$ cat config.mk
export PLATFORM = sky130hd
export DESIGN_NAME = cpu_irq_port
export DESIGN_NICKNAME = d
export VERILOG_FILES = /design/src/rtl/cip_pkg.sv /design/src/rtl/cip_regs.sv /design/src/rtl/cip_gate.sv /design/src/rtl/cip_track.sv /design/src/rtl/cpu_irq_port.sv
export SDC_FILE = /design/constraint.sdc
export NUM_CORES = 1
export LEC_CHECK = 0
export ABC_AREA = 0
export CORE_MARGIN = 4
export CORE_UTILIZATION = 40
export DETAILED_ROUTE_END_ITERATION = 6
export MAX_ROUTING_LAYER = met4
export PLACE_DENSITY = 0.77
export SKIP_CTS_REPAIR_TIMING = 1
export SYNTH_ARGS = -nofsm -noshare
export SYNTH_HDL_FRONTEND = slang
export SYNTH_HIERARCHICAL = 1
export SYNTH_SLANG_ARGS = --single-unit
export TNS_END_PERCENT = 5
$ cat constraint.sdc
create_clock -name clk -period 3 [get_ports clk]
set_input_delay 0.6 -clock clk [delete_from_list [all_inputs] [get_ports clk]]
set_output_delay 0.6 -clock clk [all_outputs]
set_load 0.03 [all_outputs]
$ cat src/rtl/cip_pkg.sv
package cip_pkg;
  typedef enum logic [1:0] {
    SLOT_CTRL  = 2'd0,
    SLOT_THRES = 2'd1,
    SLOT_ACK   = 2'd2,
    SLOT_DONE  = 2'd3
  } slot_e;
endpackage

$ cat src/rtl/cip_regs.sv
module cip_regs #(
  parameter int PRIO_W = 8
) (
  input  logic              clk,
  input  logic              rst_n,
  input  logic              wr_en,
  input  cip_pkg::slot_e    slot,
  input  logic [PRIO_W-1:0] wdata,
  output logic              en,
  output logic [PRIO_W-1:0] thres
);
  import cip_pkg::*;

  always_ff @(posedge clk) begin
    if (!rst_n) begin
      en    <= 1'b0;
      thres <= '0;
    end else if (wr_en) begin
      if (slot == SLOT_CTRL)  en    <= wdata[0];
      if (slot == SLOT_THRES) thres <= wdata;
    end
  end

  // threshold changes only through its own slot
  p_thres_stable_r9: assert property (@(posedge clk) disable iff (!rst_n)
    !(wr_en && slot == SLOT_THRES) |=> $stable(thres));
  // enable changes only through the control slot
  p_en_stable_r2: assert property (@(posedge clk) disable iff (!rst_n)
    !(wr_en && slot == SLOT_CTRL) |=> $stable(en));
endmodule

$ cat src/rtl/cip_gate.sv
module cip_gate #(
  parameter int ID_W   = 10,
  parameter int PRIO_W = 8
) (
  input  logic              en,
  input  logic [PRIO_W-1:0] thres,
  input  logic              busy,
  input  logic              cand_valid,
  input  logic [ID_W-1:0]   cand_id,
  input  logic [PRIO_W-1:0] cand_prio,
  output logic              qualify
);
  // the top three numbers are reserved and never real sources
  localparam logic [ID_W-1:0] FIRST_RSVD = ID_W'((1 << ID_W) - 3);

  logic id_ok;
  logic prio_ok;

  always_comb begin
    id_ok   = cand_id < FIRST_RSVD;
    prio_ok = cand_prio < thres;
    qualify = en && cand_valid && !busy && id_ok && prio_ok;
  end
endmodule

$ cat src/rtl/cip_track.sv
module cip_track #(
  parameter int ID_W    = 10,
  parameter int SRC_W   = 3,
  parameter int SGI_NUM = 16,
  localparam int TAG_W  = ID_W + SRC_W
) (
  input  logic             clk,
  input  logic             rst_n,
  input  logic             ack_rd,
  input  logic             done_wr,
  input  logic [TAG_W-1:0] done_tag,
  input  logic             qualify,
  input  logic [ID_W-1:0]  cand_id,
  input  logic [SRC_W-1:0] cand_src,
  output logic             busy,
  output logic [TAG_W-1:0] ack_tag,
  output logic             act_pulse,
  output logic [TAG_W-1:0] act_tag,
  output logic             deact_pulse,
  output logic [TAG_W-1:0] deact_tag
);
  localparam logic [ID_W-1:0] IDLE_ID = '1;

  logic [SRC_W-1:0] src_kept;
  logic [TAG_W-1:0] held;
  logic             done_hit;

  generate
    if (SGI_NUM > 0) begin : g_sgi
      always_comb src_kept = (cand_id < ID_W'(SGI_NUM)) ? cand_src : '0;
    end else begin : g_no_sgi
      always_comb src_kept = '0;
    end
  endgenerate

  always_comb begin
    ack_tag  = qualify ? {src_kept, cand_id} : {{SRC_W{1'b0}}, IDLE_ID};
    done_hit = done_wr && busy && (done_tag == held) &&
               (done_tag[ID_W-1:0] != IDLE_ID);
  end

  always_ff @(posedge clk) begin
    if (!rst_n) begin
      busy        <= 1'b0;
      held        <= '0;
      act_pulse   <= 1'b0;
      act_tag     <= '0;
      deact_pulse <= 1'b0;
      deact_tag   <= '0;
    end else begin
      act_pulse   <= 1'b0;
      deact_pulse <= 1'b0;
      if (ack_rd && qualify) begin
        busy      <= 1'b1;
        held      <= ack_tag;
        act_pulse <= 1'b1;
        act_tag   <= ack_tag;
      end else if (done_hit) begin
        busy        <= 1'b0;
        deact_pulse <= 1'b1;
        deact_tag   <= held;
      end
    end
  end

  // activate is a single-cycle pulse and leaves a claim behind
  p_act_one_cycle_r6: assert property (@(posedge clk) disable iff (!rst_n)
    act_pulse |=> !act_pulse);
  p_act_claims_r6: assert property (@(posedge clk) disable iff (!rst_n)
    act_pulse |-> busy);
  // deactivate releases the claim and names what was activated
  p_deact_releases_r7: assert property (@(posedge clk) disable iff (!rst_n)
    deact_pulse |-> !busy);
  // a claim is dropped only together with a deactivate pulse
  p_drop_only_on_done_r8: assert property (@(posedge clk) disable iff (!rst_n)
    $fell(busy) |-> deact_pulse);
  // no second claim while one is held
  p_single_claim_r10: assert property (@(posedge clk) disable iff (!rst_n)
    busy && !deact_pulse |=> !act_pulse);
endmodule

$ cat src/rtl/cpu_irq_port.sv
module cpu_irq_port #(
  parameter int ID_W    = 10,
  parameter int SRC_W   = 3,
  parameter int PRIO_W  = 8,
  parameter int SGI_NUM = 16,
  parameter int DATA_W  = 32,
  localparam int TAG_W  = ID_W + SRC_W
) (
  input  logic              clk,
  input  logic              rst_n,
  input  logic              bus_req_i,
  input  logic              bus_wr_i,
  input  logic [1:0]        bus_addr_i,
  input  logic [DATA_W-1:0] bus_wdata_i,
  output logic              rd_valid_o,
  output logic [DATA_W-1:0] rd_data_o,
  input  logic              cand_valid_i,
  input  logic [ID_W-1:0]   cand_id_i,
  input  logic [SRC_W-1:0]  cand_src_i,
  input  logic [PRIO_W-1:0] cand_prio_i,
  output logic              irq_o,
  output logic              act_valid_o,
  output logic [ID_W-1:0]   act_id_o,
  output logic [SRC_W-1:0]  act_src_o,
  output logic              deact_valid_o,
  output logic [ID_W-1:0]   deact_id_o,
  output logic [SRC_W-1:0]  deact_src_o
);
  import cip_pkg::*;

  slot_e             slot;
  logic              wr_en;
  logic              rd_en;
  logic              en;
  logic [PRIO_W-1:0] thres;
  logic              busy;
  logic              qualify;
  logic [TAG_W-1:0]  ack_tag;
  logic [TAG_W-1:0]  act_tag;
  logic [TAG_W-1:0]  deact_tag;
  logic              unused_wdata_hi;

  always_comb begin
    slot            = slot_e'(bus_addr_i);
    wr_en           = bus_req_i && bus_wr_i;
    rd_en           = bus_req_i && !bus_wr_i;
    unused_wdata_hi = ^bus_wdata_i[DATA_W-1:TAG_W];
  end

  cip_regs #(.PRIO_W(PRIO_W)) u_regs (
    .clk   (clk),
    .rst_n (rst_n),
    .wr_en (wr_en),
    .slot  (slot),
    .wdata (bus_wdata_i[PRIO_W-1:0]),
    .en    (en),
    .thres (thres)
  );

  cip_gate #(.ID_W(ID_W), .PRIO_W(PRIO_W)) u_gate (
    .en         (en),
    .thres      (thres),
    .busy       (busy),
    .cand_valid (cand_valid_i),
    .cand_id    (cand_id_i),
    .cand_prio  (cand_prio_i),
    .qualify    (qualify)
  );

  cip_track #(.ID_W(ID_W), .SRC_W(SRC_W), .SGI_NUM(SGI_NUM)) u_track (
    .clk         (clk),
    .rst_n       (rst_n),
    .ack_rd      (rd_en && slot == SLOT_ACK),
    .done_wr     (wr_en && slot == SLOT_DONE),
    .done_tag    (bus_wdata_i[TAG_W-1:0]),
    .qualify     (qualify),
    .cand_id     (cand_id_i),
    .cand_src    (cand_src_i),
    .busy        (busy),
    .ack_tag     (ack_tag),
    .act_pulse   (act_valid_o),
    .act_tag     (act_tag),
    .deact_pulse (deact_valid_o),
    .deact_tag   (deact_tag)
  );

  always_ff @(posedge clk) begin
    if (!rst_n) begin
      rd_valid_o <= 1'b0;
      rd_data_o  <= '0;
    end else begin
      rd_valid_o <= rd_en;
      if (rd_en) begin
        case (slot)
          SLOT_CTRL:  rd_data_o <= DATA_W'(en);
          SLOT_THRES: rd_data_o <= DATA_W'(thres);
          SLOT_ACK:   rd_data_o <= DATA_W'(ack_tag);
          default:    rd_data_o <= '0;
        endcase
      end
    end
  end

  always_comb begin
    irq_o       = qualify;
    act_id_o    = act_tag[ID_W-1:0];
    act_src_o   = act_tag[TAG_W-1:ID_W];
    deact_id_o  = deact_tag[ID_W-1:0];
    deact_src_o = deact_tag[TAG_W-1:ID_W];
  end

  // no request without the enable bit
  p_irq_needs_en_r2: assert property (@(posedge clk) disable iff (!rst_n)
    irq_o |-> en);
  // a request always carries a priority below the threshold
  p_irq_below_thres_r3: assert property (@(posedge clk) disable iff (!rst_n)
    irq_o |-> cand_valid_i && cand_prio_i < thres);
  // an idle answer never comes with an activate pulse
  p_idle_silent_r5: assert property (@(posedge clk) disable iff (!rst_n)
    rd_valid_o && rd_data_o[ID_W-1:0] == '1 |-> !act_valid_o);
  // request line is low while activating
  p_irq_low_on_act_r6: assert property (@(posedge clk) disable iff (!rst_n)
    act_valid_o |-> !irq_o);
  // reserved numbers are never activated
  p_no_rsvd_act_r11: assert property (@(posedge clk) disable iff (!rst_n)
    act_valid_o |-> act_id_o < ID_W'((1 << ID_W) - 3));
endmodule

Yosys cells after proc, flatten, opt, wreduce, memory -nomap -nowiden --
Cells that the tools add are included.
Word-level totals: word-level logic and storage cells 46, output and inout port bits 62, register bits after elaboration 71
Cells by class: muxes and demuxes 7, bitwise operators 2, magnitude comparators 3, reduce and logical (&&, ||, !) cells 20, eq/ne operators 5
Operator list (count):
- case mux 13 bit (3 select lines) | 1
- == test 13 bit | 1
- 2-to-1 mux 13 bit | 1
- logical AND 1 bit | 12
- less-than comparator 10 bit, second input constant | 1
- less-than comparator 10 x 5 -> 1 bit, second input constant | 1
- inequality test 10 bit, second input constant | 1
- less-than comparator 8 bit | 1
- AND reduction 2 bit | 3
- == test 2 bit, second input constant | 2
- 2-to-1 mux 1 bit | 4
- 2-to-1 mux 3 bit | 1
- == test 2 x 1 -> 1 bit, second input constant | 1
- logical NOT 1 bit | 2
- logical NOT 2 bit | 1
- inverter 1 bit | 2
- nonzero test 2 bit | 1
- OR reduction 2 bit | 1

Depth between registers and ports, before layout --
Gate-level depths: netlist of the first run.
depth in word-level cells 7, gate-level depth with buffers 11, depth with buffers taken out 10

Modules after synthesis --
The synthesis of the first run kept the hierarchy.
Modules (own cells, without submodules):
- cip_track | seq. area each 580.6 µm², cells an instance 164, area each 1333.8 µm², instances 1
- cpu_irq_port | seq. area each 280.3 µm², cells an instance 75, area each 753.2 µm², instances 1
- cip_regs | seq. area each 180.2 µm², cells an instance 40, area each 376.6 µm², instances 1
- cip_gate | seq. area each 0.0 µm², cells an instance 31, area each 220.2 µm², instances 1

Least setup slack after synthesis of the first run --
OpenSTA, ideal clock, no wires.
kind input to register, start point input cand_prio_i[5], end point register u_track.held[0], library setup time 0.070 ns, arrival 3.005 ns, stages on the path 9, setup slack -0.076 ns, required time 2.930 ns, path through ha_1 -> a211oi_2 -> nor2_1 -> a2111oi_2 -> clkbuf_1 -> and2_0 -> buf_2 -> nand2_1 -> a21oi_1
On the way: word-level cells in the longest chain between the ends 3, elaborated cells between the ends (all ways) 4, those cells by class order compare: 1; mux: 1; reduce/logical: 2
RTL lines:
- start: declaration | RTL line cpu_irq_port.sv:20 | input logic [PRIO_W-1:0] cand_prio_i,
- less-than comparator 8 bit * | RTL line cip_gate.sv:21 | prio_ok = cand_prio < thres;
- logical AND 1 bit * | RTL line cip_gate.sv:22 | qualify = en && cand_valid && !busy && id_ok && prio_ok;
- net irq_o | RTL line cpu_irq_port.sv:21 | output logic irq_o,
- 2-to-1 mux 13 bit / logical AND 1 bit (equally long branches) | RTL line cip_track.sv:37, cip_track.sv:53
- end signal: assignment | RTL line cip_track.sv:55 | held <= ack_tag;
- end: declaration | RTL line cip_track.sv:25 | logic [TAG_W-1:0] held;
Mark *: on every way through the listed nets, which the timed path passes. The rest lies on a longest branch. A chain may end at the register's enable or synchronous reset.

Worst setup path in the final report of the first run --
start point input cand_prio_i[5], end point output irq_o
On the way: word-level cells in the longest chain between the ends 2
RTL lines (RTL line):
- less-than comparator 8 bit | cip_gate.sv:21
- logical AND 1 bit | cip_gate.sv:22
- end: declaration | cpu_irq_port.sv:21
No other way between the ends.

==> metrics.cfg, run 1 <==
[outcome]
status=completed

[clocking]
htreeDepth=2
cts_max_path_buffers=2
cts_tree=built
cts.reportedPaths.clkPinSlew_ns=0.09
clock_latency_ns=0.31
clockRootBuffer=clkbuf_8
clock_sinks=52
numCtsBuffers=5

[grt]
grt_pass1_vias=2386
grt_usage=0.187
grt_max_degree=29
grt_pass1_wl_um=12100
antenna_found_initial=0
grt_overflow=0

[synth]
synth_area_sq_um=2680
ys_seq_area_frac=0.388
synth_edf_count=0
ys_types=43
netlist_instances=310
ys_ff_latch=52
synth.avg_cell_area_sq_um=8.66
ys.warnings.count=6
ys.flop_type=dfxtp_1
async_flop_share=0

[worst_setup_path]
cp_cell_sequence=clkdlybuf4s50_1 > ha_1 > a211oi_2 > nor2_2 > a2111oi_4 > buf_4 > buf_6
crit_path_max_fanout=4
slowest_stage=clkdlybuf4s50_1
cp_data_arrival_time_ns=2.30
cpPeakStageDelay_ns=0.42
critPathLaunchType=input port
worstSetupPathType=input port to output pin
required_ns=2.40
endpoint_kind=output pin

[detailed_routing]
first_pass_iters=4
drtIter0Drc=147
vias_per_cell=5.27
wire_per_inst_um=15.7
ant_nets=0
drcViolationCount=0
drt_wl_total_um=7510
vias=2517

[power_and_ir_drop]
seqPwrFrac=0.504
worst_ir_drop_vdd_v=0.000217
comb_power_share=0.149
netSwitchingFraction=0.256
p_per_area_nw_per_um2=378
power.switching_w=0.000357
internal_power_w=0.00104
p_leak_nw=1.31
clock_power_share=0.347

[timing]
fmax_mhz=345
min_period_ns=2.90
slew_headroom=0.653
worst_pin_slew_ns=0.521
slew_viol_final=0
min_period_over_period=0.966
setup_ws_ns=0.103
final-hold-violation-count=0
setup_viol=0
tns_ns=0
finClkSkew_ns=0.00967
rsz0062_at_grt=false

[placed_design]
portBuffers=83
dp_hpwl_um=5830
placed_area_sq_um=3560
gp_congestion=0.828
dp_slack_ns=-0.142

[layout]
post-route-cell-area_sq_um=3690
area.growth.synth_to_final_pct=37.3
postLayoutCoreUtil=0.574
fin_nets=467
drive_gt1_frac=0.107
num_antenna_cells=0
fillers=580

[floorplanning]
die_x_um=89.9
die_y_um=89.9
fp-row-count=29
die_area_sq_um=8080
io_pins=122
core_sq_um=6420
start_util=0.418

[job]
max_cap_violations=0

[hold_path]
hp-class=flip-flop to flip-flop

==> cell type report <==
| type | instances | area [sq um] | area share |
|---|---|---|---|
| Clock buffer | 5 | 68.8 | 0.0187 |
| Multi-Input combinational cell | 232 | 1450 | 0.394 |
| Inverter | 11 | 41.3 | 0.0112 |
| Clock inverter | 3 | 42.5 | 0.0115 |
| Sequential cell | 52 | 1040 | 0.282 |
| Tap cell | 77 | 96.3 | 0.0261 |
| Timing Repair Buffer | 98 | 945 | 0.256 |
==> cell usage in the layout (no fill, tap or decap), types with 2 or more instances in the layout <==
master,n
nor3_2,3
dfxtp_1,52
clkbuf_8,5
a221o_1,7
nor3b_4,2
clkdlybuf4s50_1,82
nor3_1,2
xnor2_1,13
or3_4,2
nand2b_1,10
and2_1,4
mux2i_1,10
o21ai_1,10
nand2_1,46
a22oi_1,5
o21ai_0,7
inv_1,10
a21oi_1,28
and3_1,6
buf_4,15
nand3_1,14
ha_1,7
nand4_1,8
and3_2,2
nor2_1,11
conb_1,19
==> sequential cells by signal (all words and copies together), names as in the netlist <==
register	cells
rd_data_o	13
u_track/deact_tag	13
u_track/held	13
u_regs/thres	8
rd_valid_o	1
u_regs/en	1
u_track/act_pulse	1
u_track/busy	1
u_track/deact_pulse	1
==> stage by stage <==
stage / total power (W) / instances / hold WS, ns
finish: 0.00139 / 478 / 0.481
global route: 0.00144 / 478 / 0.499
global placement: 0.000919 / 470 / 0.463
CTS: 0.00140 / 478 / 0.483
floorplan: 0.000842 / 328 / 0.442
detailed placement: 0.000923 / 470 / 0.470
==> power by group through the flow <==
stage,Sequential [W],Combinational [W],Clock (W)
2_1_floorplan,0.000728,0.000114,0
4_1_cts,0.000703,0.000205,0.000492
5_1_grt,0.000704,0.000222,0.000515
6_report,0.000703,0.000208,0.000484
3_3_place_gp,0.000719,0.000201,0
3_5_place_dp,0.000719,0.000204,0
==> cell usage after synthesis (all sizes together), types with 2 or more instances <==
cell	number	area share
nand3b	2	0.010
nand4	8	0.019
o21ai	18	0.034
a22oi	5	0.014
nor3	5	0.015
nand2b	11	0.027
ha	7	0.033
dfxtp	52	0.39
or3	3	0.011
and2	5	0.012
nand2	47	0.067
nor2	12	0.017
buf	30	0.084
inv	11	0.015
nand3	14	0.026
clkbuf	3	0.0042
xnor2	13	0.042
and3	8	0.020
a221o	7	0.026
nor3b	4	0.021
a21oi	28	0.052
mux2i	10	0.037
==> path summary, 6_finish.rpt <==
check             startpoint  depth (start not counted)  slack, ns              endpoint
max reg2reg  u_regs/thres[6]                         11       0.47  u_track/deact_tag[1]
min reg2reg  u_regs/thres[0]                          2       0.48       u_regs/thres[0]
max           cand_prio_i[5]                          7       0.10                 irq_o
min          u_regs/thres[0]                          2       0.48       u_regs/thres[0]
==> logic make-up after synthesis <==
| family | count (synthesis) | synth area share |
|---|---|---|
| fa+ha+maj | 7 | 0.0326 |
| xor+xnor | 13 | 0.0424 |
| other cells | 1 | 0.00140 |
| compound gates | 61 | 0.139 |
| simple gates | 122 | 0.256 |
| buf+inv | 44 | 0.103 |
| flops | 52 | 0.388 |
| mux | 10 | 0.0373 |
==> critical path, delay by kind of cell <==
| kind | cells | cell delay [ns] |
|---|---|---|
| AOI/OAI and AO/OA | 2 | 0.54 |
| and+or+nand+nor | 1 | 0.09 |
| adders and majority gates | 1 | 0.31 |
| buffers and inverters | 3 | 0.76 |
==> metal layers <==
metal  GRT usage  routed length [um]  up-vias
met4      0.0548                 111        0
met5           -                   0        -
met1       0.240                3360     1200
met3      0.0309                 426       12
li1            -                   -     1214
met2       0.306                3610       91
(Power assumes the default switching activity.)
==> inputs of run 2 (changes only) <==
--- a/config.mk
+++ b/config.mk
@@ -7,10 +7,10 @@
 export LEC_CHECK = 0
 export ABC_AREA = 0
 export CORE_MARGIN = 4
-export CORE_UTILIZATION = 40
+export CORE_UTILIZATION = 38
 export DETAILED_ROUTE_END_ITERATION = 6
 export MAX_ROUTING_LAYER = met4
-export PLACE_DENSITY = 0.77
+export PLACE_DENSITY = 0.76
 export SKIP_CTS_REPAIR_TIMING = 1
 export SYNTH_ARGS = -nofsm -noshare
 export SYNTH_HDL_FRONTEND = slang
==> constraint.sdc (replaced) <==
create_clock -name clk -period 2.5 [get_ports clk]
set_input_delay 0.5 -clock clk [delete_from_list [all_inputs] [get_ports clk]]
set_output_delay 0.5 -clock clk [all_outputs]
set_load 0.03 [all_outputs]
==> metrics.cfg, run 2 (synthesized netlist as in run 1, its figures left out) <==
[clocking]
cts_max_path_buffers=2  ; unchanged
clockRootBuffer=clkbuf_8
clock_sinks=52  ; unchanged
cts_tree=built
numCtsBuffers=5  ; unchanged
cts.reportedPaths.clkPinSlew_ns=0.11  ; +0.02 ns
htreeDepth=2  ; unchanged
clock_latency_ns=0.32  ; about the same

[worst_setup_path]
required_ns=2.69  ; +0.29 ns
crit_path_max_fanout=7  ; +3
slowest_stage=clkdlybuf4s50_1
crit_buf_inv=3  ; unchanged
crit_family=simple AND/OR/NAND/NOR gates
cp_data_arrival_time_ns=2.68  ; +0.38 ns
cp_cell_sequence=clkdlybuf4s50_1 > nand4_1 > nor3_2 > buf_4 > a2111oi_4 > buf_4 > nand2_2 > nand4_1 > or3_4 > o21ai_1 > a21oi_1
critPathLaunchType=input port
cpPeakStageDelay_ns=0.50  ; +0.08 ns
worstSetupPathType=input port to flip-flop
endpoint_kind=flip-flop

[timing]
setup_viol=0  ; unchanged
rsz0062_at_grt=true
fmax_mhz=402
finClkSkew_ns=0.0167  ; +0.00705 ns
min_period_ns=2.49
slew_headroom=0.661  ; +0.00793
slew_viol_final=0  ; unchanged
final-hold-violation-count=0  ; unchanged
worst_pin_slew_ns=0.509  ; -0.0119 ns
min_period_over_period=0.995
setup_ws_ns=0.0120  ; -0.0906 ns

[layout]
regArea_sq_um=1050  ; +0.72%
fin_nets=481  ; +3.0%
postLayoutCoreUtil=0.570  ; -0.00379
mostFrequentLayoutCells=clkdlybuf4s50_1 (75), dfxtp_1 (46), nand2_1 (46)
drive_gt1_frac=0.176  ; +0.0687
num_antenna_cells=0  ; unchanged
reg.largest.list=rd_data_o (13), u_track/deact_tag (13), u_track/held (13)
fillers=607  ; +4.7%
area.growth.synth_to_final_pct=45.1
multi_input_area_sq_um=1530  ; +5.3%
final_common_cell=clkdlybuf4s50_1

[grt]
grt_usage=0.186  ; -0.00108
antenna_found_initial=0  ; unchanged
grt_overflow=0  ; unchanged
grt_pass1_wl_um=12200  ; +1.1%
grt_pass1_vias=2411  ; +1.0%
grt_max_degree=29  ; unchanged

[floorplanning]
die_y_um=92.0  ; +2.4%
start_util=0.393  ; -0.0250
die_area_sq_um=8470  ; +4.8%
fp-row-count=30  ; +3.4%
io_pins=122  ; unchanged
die_x_um=92.0  ; +2.4%
core_sq_um=6830  ; +6.4%

[power_and_ir_drop]
p_per_area_nw_per_um2=422  ; +12%
p_leak_nw=1.45  ; +10%
worst_ir_drop_vdd_v=0.000223  ; +2.9%
power_w=0.00165  ; +18%

[detailed_routing]
drt_wl_total_um=8110  ; +8.0%
vias=2614  ; +3.9%
drtIter0Drc=250  ; +70%
ant_nets=0  ; unchanged
vias_per_cell=5.12  ; -2.9%
route.met3.wl_um=565  ; +33%
drt-met1-wl_um=3450  ; +2.7%
first_pass_iters=4  ; unchanged
highest_layer=met4
drcViolationCount=0  ; unchanged
wire_per_inst_um=15.9  ; +1.1%
wl_met2_um=3900  ; +8.1%

[hold_path]
hp-class=flip-flop to flip-flop

[placed_design]
dp_slack_ns=-0.403  ; -0.261 ns
gp_congestion=0.880  ; +6.3%
dp_hpwl_um=6180  ; +6.0%
portBuffers=83  ; unchanged

[job]
max_cap_violations=0  ; unchanged

[outcome]
status=completed

-- run 2: path summary, 6_finish.rpt --
| kind | start | end | slack (ns) | cells after the start |
|---|---|---|---|---|
| max | cand_id_i[2] | u_track/deact_tag[10] | 0.01 | 11 |
| min | u_regs/thres[3] | u_regs/thres[3] | 0.48 | 2 |
| max reg2reg | u_regs/thres[5] | u_track/deact_tag[10] | 0.12 | 11 |
| min reg2reg | u_regs/thres[3] | u_regs/thres[3] | 0.48 | 2 |
-- run 2: worst reg2reg max path: cells and delay by family, from the launching register on --
kind / cells / cell delay, ns
AOI/OAI and AO/OA: 3 / 0.38
adders and majority gates: 1 / 0.28
buffers and inverters: 2 / 0.22
and+or+nand+nor: 5 / 1.01
DFF: 1 / 0.38
-- run 2: metrics by stage --
| step | area (sq um) | std cells | TNS, ns | hold slack [ns] |
|---|---|---|---|---|
| 2_1_floorplan | 2770 | 328 | -0.0981 | 0.442 |
| 3_3_place_gp | 3650 | 497 | -9.22 | 0.464 |
| 3_5_place_dp | 3650 | 497 | -10.94 | 0.473 |
| 4_1_cts | 3750 | 505 | -0.966 | 0.488 |
| 5_1_grt | 3890 | 511 | -0.139 | 0.501 |
| 6_report | 3890 | 511 | 0 | 0.478 |
-- run 2: layout make-up --
class / instances / share of cell area
inverters: 11 / 0.0106
repair buffers: 111 / 0.272
clock buffers: 5 / 0.0177
multi-input cells: 233 / 0.392
clock inverters: 3 / 0.00739
flip-flops and latches: 52 / 0.269
well taps: 96 / 0.0308
-- run 2: power by group --
part / internal, W / switching, W
combinational: 0.000125 / 0.000145
sequential: 0.000838 / 0.00000623
clock: 0.000212 / 0.000318
total: 0.00118 / 0.000470
-- run 2: metal layers --
layer | track usage | vias to the layer above
met3 | 0.0377 | 20
met5 | - | -
met2 | 0.301 | 125
met1 | 0.232 | 1225
li1 | - | 1244
met4 | 0.0656 | 0
